**config.mk**
```make
export PLATFORM = sky130hd
export DESIGN_NAME = snoop_cache_cluster
export DESIGN_NICKNAME = d
export VERILOG_FILES = /design/src/rtl/snoopc_pkg.sv /design/src/rtl/rr_bus_arbiter.sv /design/src/rtl/coh_ctrl.sv /design/src/rtl/snoop_cache_cluster.sv
export SDC_FILE = /design/constraint.sdc
export NUM_CORES = 1
export LEC_CHECK = 0
export BUFFER_PORTS_ARGS = -buffer_cell sky130_fd_sc_hd__buf_4
export CAP_MARGIN = 10
export CORE_ASPECT_RATIO = 0.6
export CORE_MARGIN = 1.5
export CORE_UTILIZATION = 33
export DETAILED_ROUTE_END_ITERATION = 8
export GPL_ROUTABILITY_DRIVEN = 0
export PLACE_DENSITY = 0.56
export SLEW_MARGIN = 30
export SYNTH_ARGS = -nofsm -noshare
export SYNTH_HDL_FRONTEND = slang
export SYNTH_SLANG_ARGS = --single-unit
```
**constraint.sdc**
```tcl
create_clock -name clk -period 16.8 [get_ports clk]
set_input_delay 3.36 -clock clk [delete_from_list [all_inputs] [get_ports clk]]
set_output_delay 3.36 -clock clk [all_outputs]
set_load 0.05 [all_outputs]
```
**src/rtl/snoopc_pkg.sv**
```systemverilog
package snoopc_pkg;
   typedef enum logic [1:0] {
      LN_INV = 2'b00,
      LN_SHD = 2'b01,
      LN_MOD = 2'b10
   } line_st_e;

   typedef enum logic [1:0] {
      BC_READ  = 2'd0,
      BC_RDOWN = 2'd1,
      BC_KILL  = 2'd2,
      BC_WBACK = 2'd3
   } bus_op_e;

   typedef enum logic [1:0] {
      CS_IDLE = 2'd0,
      CS_BUS  = 2'd1,
      CS_DONE = 2'd2
   } ctl_st_e;
endpackage

```
**src/rtl/rr_bus_arbiter.sv**
```systemverilog
module rr_bus_arbiter #(
   parameter int N = 3
) (
   input  logic         clk,
   input  logic         rst_n,
   input  logic [N-1:0] req,
   output logic [N-1:0] gnt
);
   localparam int PW = (N > 1) ? $clog2(N) : 1;

   logic [PW-1:0] ptr_q;
   logic [PW-1:0] win;

   // lowest rotated offset wins: scan from the far end so the nearest overwrites
   always_comb begin
      gnt = '0;
      win = ptr_q;
      for (int off = N - 1; off >= 0; off--) begin
         int k;
         k = (int'(ptr_q) + off) % N;
         if (req[k]) begin
            gnt    = '0;
            gnt[k] = 1'b1;
            win    = PW'(k);
         end
      end
   end

   always_ff @(posedge clk) begin
      if (!rst_n) begin
         ptr_q <= '0;
      end else if (|req) begin
         ptr_q <= (int'(win) == N - 1) ? '0 : win + 1'b1;
      end
   end
endmodule

```
**src/rtl/coh_ctrl.sv**
```systemverilog
module coh_ctrl
   import snoopc_pkg::*;
#(
   parameter int AW    = 8,
   parameter int DW    = 16,
   parameter int NSETS = 4,
   parameter int SRCW  = 2,
   parameter int MY_ID = 0
) (
   input  logic            clk,
   input  logic            rst_n,
   input  logic            req_valid,
   input  logic            req_write,
   input  logic [AW-1:0]   req_addr,
   input  logic [DW-1:0]   req_wdata,
   output logic            busy,
   output logic            rsp_valid,
   output logic [DW-1:0]   rsp_rdata,
   output logic            bus_req,
   input  logic            bus_gnt,
   output logic [1:0]      bus_cmd_o,
   output logic [AW-1:0]   bus_addr_o,
   output logic [DW-1:0]   bus_wdata_o,
   input  logic            bus_valid,
   input  logic [1:0]      bus_cmd,
   input  logic [AW-1:0]   bus_addr,
   input  logic [SRCW-1:0] bus_src,
   input  logic [DW-1:0]   bus_rdata,
   output logic            flush_o,
   output logic [DW-1:0]   flush_data_o
);
   localparam int IW = $clog2(NSETS);
   localparam int TW = AW - IW;

   line_st_e        st_q  [NSETS];
   logic [TW-1:0]   tag_q [NSETS];
   logic [DW-1:0]   dat_q [NSETS];
   ctl_st_e         cs_q;
   logic [DW-1:0]   rsp_q;

   // own lookup
   logic [IW-1:0]   r_idx;
   logic [TW-1:0]   r_tag;
   line_st_e        cur_st;
   logic            match;
   logic            need_wb;
   logic            local_hit;
   bus_op_e         cmd_live;

   assign r_idx  = req_addr[IW-1:0];
   assign r_tag  = req_addr[AW-1:IW];
   assign cur_st = st_q[r_idx];
   assign match  = (cur_st != LN_INV) && (tag_q[r_idx] == r_tag);
   assign need_wb   = (cur_st == LN_MOD) && !match;
   assign local_hit = match && (!req_write || cur_st == LN_MOD);

   always_comb begin
      if (need_wb)                               cmd_live = BC_WBACK;
      else if (!req_write)                       cmd_live = BC_READ;
      else if (match && cur_st == LN_SHD)        cmd_live = BC_KILL;
      else                                       cmd_live = BC_RDOWN;
   end

   assign bus_req     = (cs_q == CS_BUS);
   assign bus_cmd_o   = cmd_live;
   assign bus_addr_o  = need_wb ? {tag_q[r_idx], r_idx} : req_addr;
   assign bus_wdata_o = dat_q[r_idx];

   // snoop side
   logic [IW-1:0] s_idx;
   logic [TW-1:0] s_tag;
   logic          foreign;
   logic          s_hit;
   logic          conflict;

   assign s_idx    = bus_addr[IW-1:0];
   assign s_tag    = bus_addr[AW-1:IW];
   assign foreign  = bus_valid && (bus_src != SRCW'(MY_ID));
   assign s_hit    = foreign && (st_q[s_idx] != LN_INV) && (tag_q[s_idx] == s_tag);
   assign conflict = foreign && (s_idx == r_idx);
   assign flush_o  = s_hit && (st_q[s_idx] == LN_MOD) &&
                     (bus_cmd == BC_READ || bus_cmd == BC_RDOWN);
   assign flush_data_o = dat_q[s_idx];

   logic own_done;
   logic own_wb;
   logic hit_go;
   assign hit_go   = (cs_q == CS_IDLE) && req_valid && !conflict && local_hit;
   assign own_wb   = (cs_q == CS_BUS) && bus_gnt && (cmd_live == BC_WBACK);
   assign own_done = (cs_q == CS_BUS) && bus_gnt && (cmd_live != BC_WBACK);

   // control state
   always_ff @(posedge clk) begin
      if (!rst_n) begin
         cs_q  <= CS_IDLE;
         rsp_q <= '0;
      end else begin
         unique case (cs_q)
            CS_IDLE: begin
               if (req_valid && !conflict) begin
                  if (local_hit) begin
                     cs_q  <= CS_DONE;
                     rsp_q <= req_write ? req_wdata : dat_q[r_idx];
                  end else begin
                     cs_q <= CS_BUS;
                  end
               end
            end
            CS_BUS: begin
               if (own_done) begin
                  cs_q  <= CS_DONE;
                  rsp_q <= req_write ? req_wdata : bus_rdata;
               end
            end
            default: cs_q <= CS_IDLE;
         endcase
      end
   end

   // line storage: snoop and own updates never touch the same set in one cycle
   always_ff @(posedge clk) begin
      if (!rst_n) begin
         for (int s = 0; s < NSETS; s++) begin
            st_q[s]  <= LN_INV;
            tag_q[s] <= '0;
            dat_q[s] <= '0;
         end
      end else begin
         if (s_hit) begin
            if (bus_cmd == BC_READ)
               st_q[s_idx] <= LN_SHD;
            else if (bus_cmd == BC_RDOWN || bus_cmd == BC_KILL)
               st_q[s_idx] <= LN_INV;
         end
         if (own_wb) begin
            st_q[r_idx] <= LN_INV;
         end
         if (own_done) begin
            tag_q[r_idx] <= r_tag;
            if (req_write) begin
               st_q[r_idx]  <= LN_MOD;
               dat_q[r_idx] <= req_wdata;
            end else begin
               st_q[r_idx]  <= LN_SHD;
               dat_q[r_idx] <= bus_rdata;
            end
         end
         if (hit_go && req_write) begin
            dat_q[r_idx] <= req_wdata;
         end
      end
   end

   assign busy      = (cs_q != CS_IDLE);
   assign rsp_valid = (cs_q == CS_DONE);
   assign rsp_rdata = rsp_q;
endmodule

```
**src/rtl/snoop_cache_cluster.sv**
```systemverilog
module snoop_cache_cluster
   import snoopc_pkg::*;
#(
   parameter int NCORES = 3,
   parameter int AW     = 8,
   parameter int DW     = 16,
   parameter int NSETS  = 4,
   parameter int SRCW   = (NCORES > 1) ? $clog2(NCORES) : 1
) (
   input  logic                 clk,
   input  logic                 rst_n,
   input  logic [NCORES-1:0]    core_req_valid,
   input  logic [NCORES-1:0]    core_req_write,
   input  logic [NCORES*AW-1:0] core_req_addr,
   input  logic [NCORES*DW-1:0] core_req_wdata,
   output logic [NCORES-1:0]    core_busy,
   output logic [NCORES-1:0]    core_rsp_valid,
   output logic [NCORES*DW-1:0] core_rsp_rdata,
   output logic                 bus_valid,
   output logic [1:0]           bus_cmd,
   output logic [AW-1:0]        bus_addr,
   output logic [SRCW-1:0]      bus_src,
   output logic [AW-1:0]        mem_rd_addr,
   input  logic [DW-1:0]        mem_rd_data,
   output logic                 mem_wr_en,
   output logic [AW-1:0]        mem_wr_addr,
   output logic [DW-1:0]        mem_wr_data
);
   localparam int IW = $clog2(NSETS);

   if (NCORES < 2 || NCORES > 4) begin : g_bad_cores
      $error("NCORES must lie in 2..4");
   end
   if (NSETS < 2 || (NSETS & (NSETS - 1)) != 0) begin : g_bad_sets
      $error("NSETS must be a power of two, at least 2");
   end
   if (AW <= IW) begin : g_bad_aw
      $error("AW must exceed the set index width");
   end
   if (SRCW < $clog2(NCORES)) begin : g_bad_srcw
      $error("SRCW too narrow for NCORES");
   end

   logic [NCORES-1:0] req_w;
   logic [NCORES-1:0] gnt_w;
   logic [NCORES-1:0] flush_w;
   logic [1:0]        cmd_w   [NCORES];
   logic [AW-1:0]     addr_w  [NCORES];
   logic [DW-1:0]     wbd_w   [NCORES];
   logic [DW-1:0]     fld_w   [NCORES];
   logic [DW-1:0]     bus_rdata;
   logic [DW-1:0]     wb_data;
   logic [DW-1:0]     fl_data;

   rr_bus_arbiter #(.N(NCORES)) u_arb (
      .clk   (clk),
      .rst_n (rst_n),
      .req   (req_w),
      .gnt   (gnt_w)
   );

   for (genvar g = 0; g < NCORES; g++) begin : g_core
      coh_ctrl #(
         .AW    (AW),
         .DW    (DW),
         .NSETS (NSETS),
         .SRCW  (SRCW),
         .MY_ID (g)
      ) u_ctl (
         .clk          (clk),
         .rst_n        (rst_n),
         .req_valid    (core_req_valid[g]),
         .req_write    (core_req_write[g]),
         .req_addr     (core_req_addr[g*AW +: AW]),
         .req_wdata    (core_req_wdata[g*DW +: DW]),
         .busy         (core_busy[g]),
         .rsp_valid    (core_rsp_valid[g]),
         .rsp_rdata    (core_rsp_rdata[g*DW +: DW]),
         .bus_req      (req_w[g]),
         .bus_gnt      (gnt_w[g]),
         .bus_cmd_o    (cmd_w[g]),
         .bus_addr_o   (addr_w[g]),
         .bus_wdata_o  (wbd_w[g]),
         .bus_valid    (bus_valid),
         .bus_cmd      (bus_cmd),
         .bus_addr     (bus_addr),
         .bus_src      (bus_src),
         .bus_rdata    (bus_rdata),
         .flush_o      (flush_w[g]),
         .flush_data_o (fld_w[g])
      );
   end

   // bus mux: one-hot grant selects the driver; flush data OR-merged
   always_comb begin
      bus_cmd  = '0;
      bus_addr = '0;
      bus_src  = '0;
      wb_data  = '0;
      fl_data  = '0;
      for (int i = 0; i < NCORES; i++) begin
         if (gnt_w[i]) begin
            bus_cmd  = cmd_w[i];
            bus_addr = addr_w[i];
            bus_src  = SRCW'(i);
            wb_data  = wbd_w[i];
         end
         if (flush_w[i]) fl_data = fl_data | fld_w[i];
      end
   end

   assign bus_valid   = |gnt_w;
   assign bus_rdata   = (|flush_w) ? fl_data : mem_rd_data;
   assign mem_rd_addr = bus_addr;
   assign mem_wr_addr = bus_addr;
   assign mem_wr_en   = bus_valid && ((bus_cmd == BC_WBACK) || (|flush_w));
   assign mem_wr_data = (bus_cmd == BC_WBACK) ? wb_data : fl_data;
endmodule

```
==> run_results.csv <==
group,metric,value,unit
worst_setup_path,critical_path.startpoint_type,"primary input",
clock_tree,clk_path_buf_depth,3,
sta,hold_slack,0.502,ns
logic_synthesis,compound_cell_area_share_of_the_yosys_netlist,20.9,%
floorplanning,floorplan.rows,72,
worst_setup_path,path_cells,"buf_4, inv_1, o31ai_1, o21ai_2, clkinv_2, buf_4, mux4_2, xnor2_1, nor2_1, and3_1, nand3_1, o311a_4, a21boi_0, buf_4",
sta,rsz0062_at_grt,"no",
worst_setup_path,timing.critical_path.slowest_stage_cell,"sky130_fd_sc_hd__buf_4",
logic_synthesis,largest_family_of_logic_cells_by_synthesized_area,"compound AO/OA/AOI/OAI gates",
logic_synthesis,synth.distinct_cells,91,
clock_tree,cts_max_level,2,
logic_synthesis,synth.yosys.warnings,0,
worst_setup_path,critical_path.n_buffers_inverters,5,
worst_setup_path,crit_arrival,8.89,ns
worst_setup_path,critPathMostFrequentCell,"sky130_fd_sc_hd__buf_4",
logic_synthesis,post-synth-top-area-fraction,39.7,%
drt,route.detailed.drc,0,
placement,detailedPlacementHpwl,62.5,mm
global_routing,grt_max_degree,75,
global_routing,groute.layer.met2.usage,33.6,%
drt,routedWlPerCell,29.5,um
sta,final_critical_path_setup_slack,4.55,ns
worst_setup_path,cp-end-kind,"primary output",
logic_synthesis,ys_ff_latch,344,
worst_hold_path,terminating_pin_of_the_worst_hold_path,"u_arb.ptr_q[0]",
clock_tree,post_cts_resize_count,0,
floorplanning,core,64900,um2
global_routing,grt_util_met1,35.8,%
global_routing,grt_util_met3,11.9,%
sta,final_max_slew_viols,0,
worst_setup_path,worst_ep_required_time,13.44,ns
floorplanning,design.die.area,67700,um2
worst_hold_path,holdCritPathClass,"flip-flop to flip-flop",
logic_synthesis,synth-edff-count,288,
sta,fin_tns_setup,0,ns
clock_tree,cts-root-buf,"sky130_fd_sc_hd__clkbuf_16",
logic_synthesis,synth-simple-area-share,13.6,%
global_routing,grt_pass1_vias,17522,
floorplanning,pin_count,196,
logic_synthesis,ys_seq_area_share,44.8,%
drt,dr_total_vias,18730,
global_routing,global_route.peak_usage_layer,"met1",
sta,setup_clock_skew_after_layout,0.0386,ns
drt,postRouteWirelength,86.9,mm
floorplanning,initial_standard_cell_utilization_of_the_core,33.6,%
placement,port-buffer-count,195,
logic_synthesis,post_synth_inst_count,1989,
status,run_status,"complete, no violations",
logic_synthesis,synth_xor_xnor_area_share,1.33,%
clock_tree,worstSkewPairLatency,0.57,ns
placement,placement.cell_area,23800,um2
worst_hold_path,hold-path-cell-count,2,
clock_tree,post_cts.repair.setup_buffers,0,
sta,achievable-frequency,0.0816,GHz
drt,detailedRoute.firstIterationViolations,2843,
layout,finish.net_count,2168,
sta,maxSlewHeadroom,24.6,%
worst_setup_path,r2r_start,"u_arb.ptr_q[1]",
worst_setup_path,ff2ff_path_depth,20,
logic_synthesis,avg_cell_area_syn,11.0,um2
global_routing,overflow,0,
logic_synthesis,post-synth-top-area-cell,"sky130_fd_sc_hd__edfxtp_1",
logic_synthesis,dominantRegCellSynth,"sky130_fd_sc_hd__edfxtp_1",
clock_tree,tritoncts_clock_tree,"yes",
sta,setup_failing_eps_final,0,
global_routing,grt.total_usage,24.8,%
sta,finalCriticalPeriod,12.25,ns
worst_setup_path,reg2reg_slack,8.75,ns
clock_tree,path_clk_slew,0.06,ns
logic_synthesis,post_synth_mux_area_share,13.6,%
worst_setup_path,critPathMaxStageDelay,0.83,ns
worst_setup_path,reg2reg_end,"g_core[1].u_ctl.dat_q[3][11]",
layout,drive_above_1_share,24.0,%
logic_synthesis,async_flop_share,0,%
flow_run,max-cap-violations,0,
layout,area_delta_synth_final,15.2,%
clock_tree,tritoncts.num_buffers,38,
floorplanning,die_w,335,um
drt,first_pass_iters,5,
clock_tree,cts_hold_repair.buffers,0,
global_routing,grt_pass1_wl,124,mm
worst_setup_path,critPathTopFamily,"buffers and inverters",
floorplanning,die_h,202,um
global_routing,antenna_violations_before_repair,4,
logic_synthesis,arithmetic_cell_share_of_the_synthesized_area_counting_full_adders_half_adders_and_majority_gates,0.402,%
sta,timing_worst_slew_pin_value,1.11,ns
logic_synthesis,syn-num-nets,2092,
logic_synthesis,syn-cell-area,21800,um2
layout,post-route-cell-area,25100,um2
logic_synthesis,synth_top_cells_by_area,"sky130_fd_sc_hd__edfxtp_1, sky130_fd_sc_hd__mux4_2, sky130_fd_sc_hd__dfxtp_1",
clock_tree,cts_sinks,344,
placement,place_ws,4.71,ns
sta,min_period_over_period,72.9,%
drt,viasPerCell,6.36,
worst_setup_path,timing.critical_path.fanout_max,62,
sta,timing_hold_violations_final,0,
worst_setup_path,timing_worst_setup_path_type,"primary input to primary output",
worst_hold_path,hold_path.startpoint,"u_arb.ptr_q[0]",
drt,drt.antenna.violating_nets,0,
[cells by family (layout without fill, tap and decap cells)]
family / after synthesis / count (layout)
XOR/XNOR: 33 / 33
adder cells (fa/ha/maj): 7 / 7
other: 0 / 1
flip-flops: 344 / 344
AND/OR/NAND/NOR: 600 / 600
multiplexers: 139 / 139
buffers and inverters: 251 / 355
AO/OA/AOI/OAI: 615 / 615
[per-layer routing]
layer | vias up | wire length, um | share of wire (%)
met5 | - | 31 | 0.036
met4 | 4 | 1270 | 1.5
met3 | 90 | 14200 | 16
met2 | 1237 | 35000 | 40
met1 | 9391 | 36500 | 42
li1 | 8008 | - | -
[worst max path at each step]
stage / from / end / cells past startpoint
final: core_req_addr[9] / mem_wr_en / 14
after global routing: core_req_addr[0] / mem_wr_en / 14
after CTS: core_req_addr[9] / mem_wr_en / 14
after detailed placement: core_req_addr[9] / mem_wr_en / 14
after global placement: core_req_addr[0] / mem_wr_en / 14
after floorplan: core_req_addr[16] / mem_wr_en / 13
[flip-flops by register name (all words and copies together) (netlist names)]
signal,flops
g_core.u_ctl.tag_q,72
g_core.u_ctl.dat_q,192
g_core.u_ctl.st_q,24
u_arb.ptr_q,2
g_core.u_ctl.cs_q,6
g_core.u_ctl.rsp_rdata,48
[worst reg2reg max path: cells and delay by family, from the launching register on]
kind	cells	cell delay, ns
adder cells (fa/ha/maj)	1	0.55
flip-flops	1	0.35
AND/OR/NAND/NOR	6	2.81
AO/OA/AOI/OAI	6	1.45
buffers and inverters	6	2.47
XOR/XNOR	1	0.14
[synthesized netlist by cell type, types with 5 or more instances]
master and n:
sky130_fd_sc_hd__a221oi_1 47, sky130_fd_sc_hd__or2_2 13, sky130_fd_sc_hd__o22ai_1 48, sky130_fd_sc_hd__and3_1 42
sky130_fd_sc_hd__o311ai_4 8, sky130_fd_sc_hd__nand2_1 165, sky130_fd_sc_hd__a22o_1 5, sky130_fd_sc_hd__a211oi_1 98
sky130_fd_sc_hd__o221ai_1 7, sky130_fd_sc_hd__nor2b_1 32, sky130_fd_sc_hd__edfxtp_1 288, sky130_fd_sc_hd__o31ai_1 19
sky130_fd_sc_hd__o2bb2ai_1 48, sky130_fd_sc_hd__nand3_1 49, sky130_fd_sc_hd__nand4_1 24, sky130_fd_sc_hd__nor4_1 5
sky130_fd_sc_hd__a311oi_1 12, sky130_fd_sc_hd__clkbuf_1 119, sky130_fd_sc_hd__o311ai_2 7, sky130_fd_sc_hd__a31oi_1 9
sky130_fd_sc_hd__xnor2_1 31, sky130_fd_sc_hd__buf_2 35, sky130_fd_sc_hd__and2_1 32, sky130_fd_sc_hd__a221o_1 5
sky130_fd_sc_hd__a21o_1 13, sky130_fd_sc_hd__a21oi_1 83, sky130_fd_sc_hd__o21ai_0 111, sky130_fd_sc_hd__a22oi_1 27
sky130_fd_sc_hd__nor2_1 159, sky130_fd_sc_hd__nor2_4 5, sky130_fd_sc_hd__o21a_1 5, sky130_fd_sc_hd__nand2b_1 16
sky130_fd_sc_hd__mux4_2 126, sky130_fd_sc_hd__ha_1 7, sky130_fd_sc_hd__inv_1 39, sky130_fd_sc_hd__o211ai_1 18
sky130_fd_sc_hd__mux2i_1 12, sky130_fd_sc_hd__dfxtp_1 56, sky130_fd_sc_hd__buf_4 37, sky130_fd_sc_hd__buf_1 9
sky130_fd_sc_hd__nor3_1 27
[placed cells by master (no fill, tap or decap), types with 8 or more instances in the layout]
master and instances:
sky130_fd_sc_hd__edfxtp_1 288, sky130_fd_sc_hd__nand4_1 24, sky130_fd_sc_hd__buf_4 240, sky130_fd_sc_hd__a221oi_1 47
sky130_fd_sc_hd__a311oi_1 12, sky130_fd_sc_hd__clkbuf_16 38, sky130_fd_sc_hd__and3_1 42, sky130_fd_sc_hd__nor2_1 155
sky130_fd_sc_hd__o31ai_1 18, sky130_fd_sc_hd__dfxtp_1 56, sky130_fd_sc_hd__nand3_1 49, sky130_fd_sc_hd__a22oi_1 27
sky130_fd_sc_hd__a21oi_1 82, sky130_fd_sc_hd__inv_1 39, sky130_fd_sc_hd__a31oi_1 9, sky130_fd_sc_hd__o21ai_1 11
sky130_fd_sc_hd__o22ai_1 48, sky130_fd_sc_hd__nor2b_1 31, sky130_fd_sc_hd__o21ai_0 102, sky130_fd_sc_hd__mux2i_1 12
sky130_fd_sc_hd__o311ai_4 8, sky130_fd_sc_hd__nand2_1 163, sky130_fd_sc_hd__or2_2 13, sky130_fd_sc_hd__nand2b_1 16
sky130_fd_sc_hd__nor3_1 23, sky130_fd_sc_hd__a21o_1 13, sky130_fd_sc_hd__xnor2_1 31, sky130_fd_sc_hd__o2bb2ai_1 48
sky130_fd_sc_hd__a211oi_1 98, sky130_fd_sc_hd__mux4_2 126, sky130_fd_sc_hd__o211ai_1 18, sky130_fd_sc_hd__and2_1 32
[per-stage QoR]
step           utilization (%)  instances
2_1_floorplan                -       1989
5_1_grt                   38.7       2945
6_report                  38.7       2945
3_3_place_gp              36.6       2876
4_1_cts                   38.7       2944
3_5_place_dp              36.6       2876
[layout make-up]
class	instances	area [um2]
tap	851	1060
antenna	1	2.50
multi-input combinational	1394	11000
fill	6238	39700
sequential	344	9770
clock inverter	19	292
timing repair buffer	241	1810
inverter	46	174
clock buffer	49	1040
Power is not shown: default switching activity piles up to over one toggle a cycle in this logic, so the estimate is an artifact.
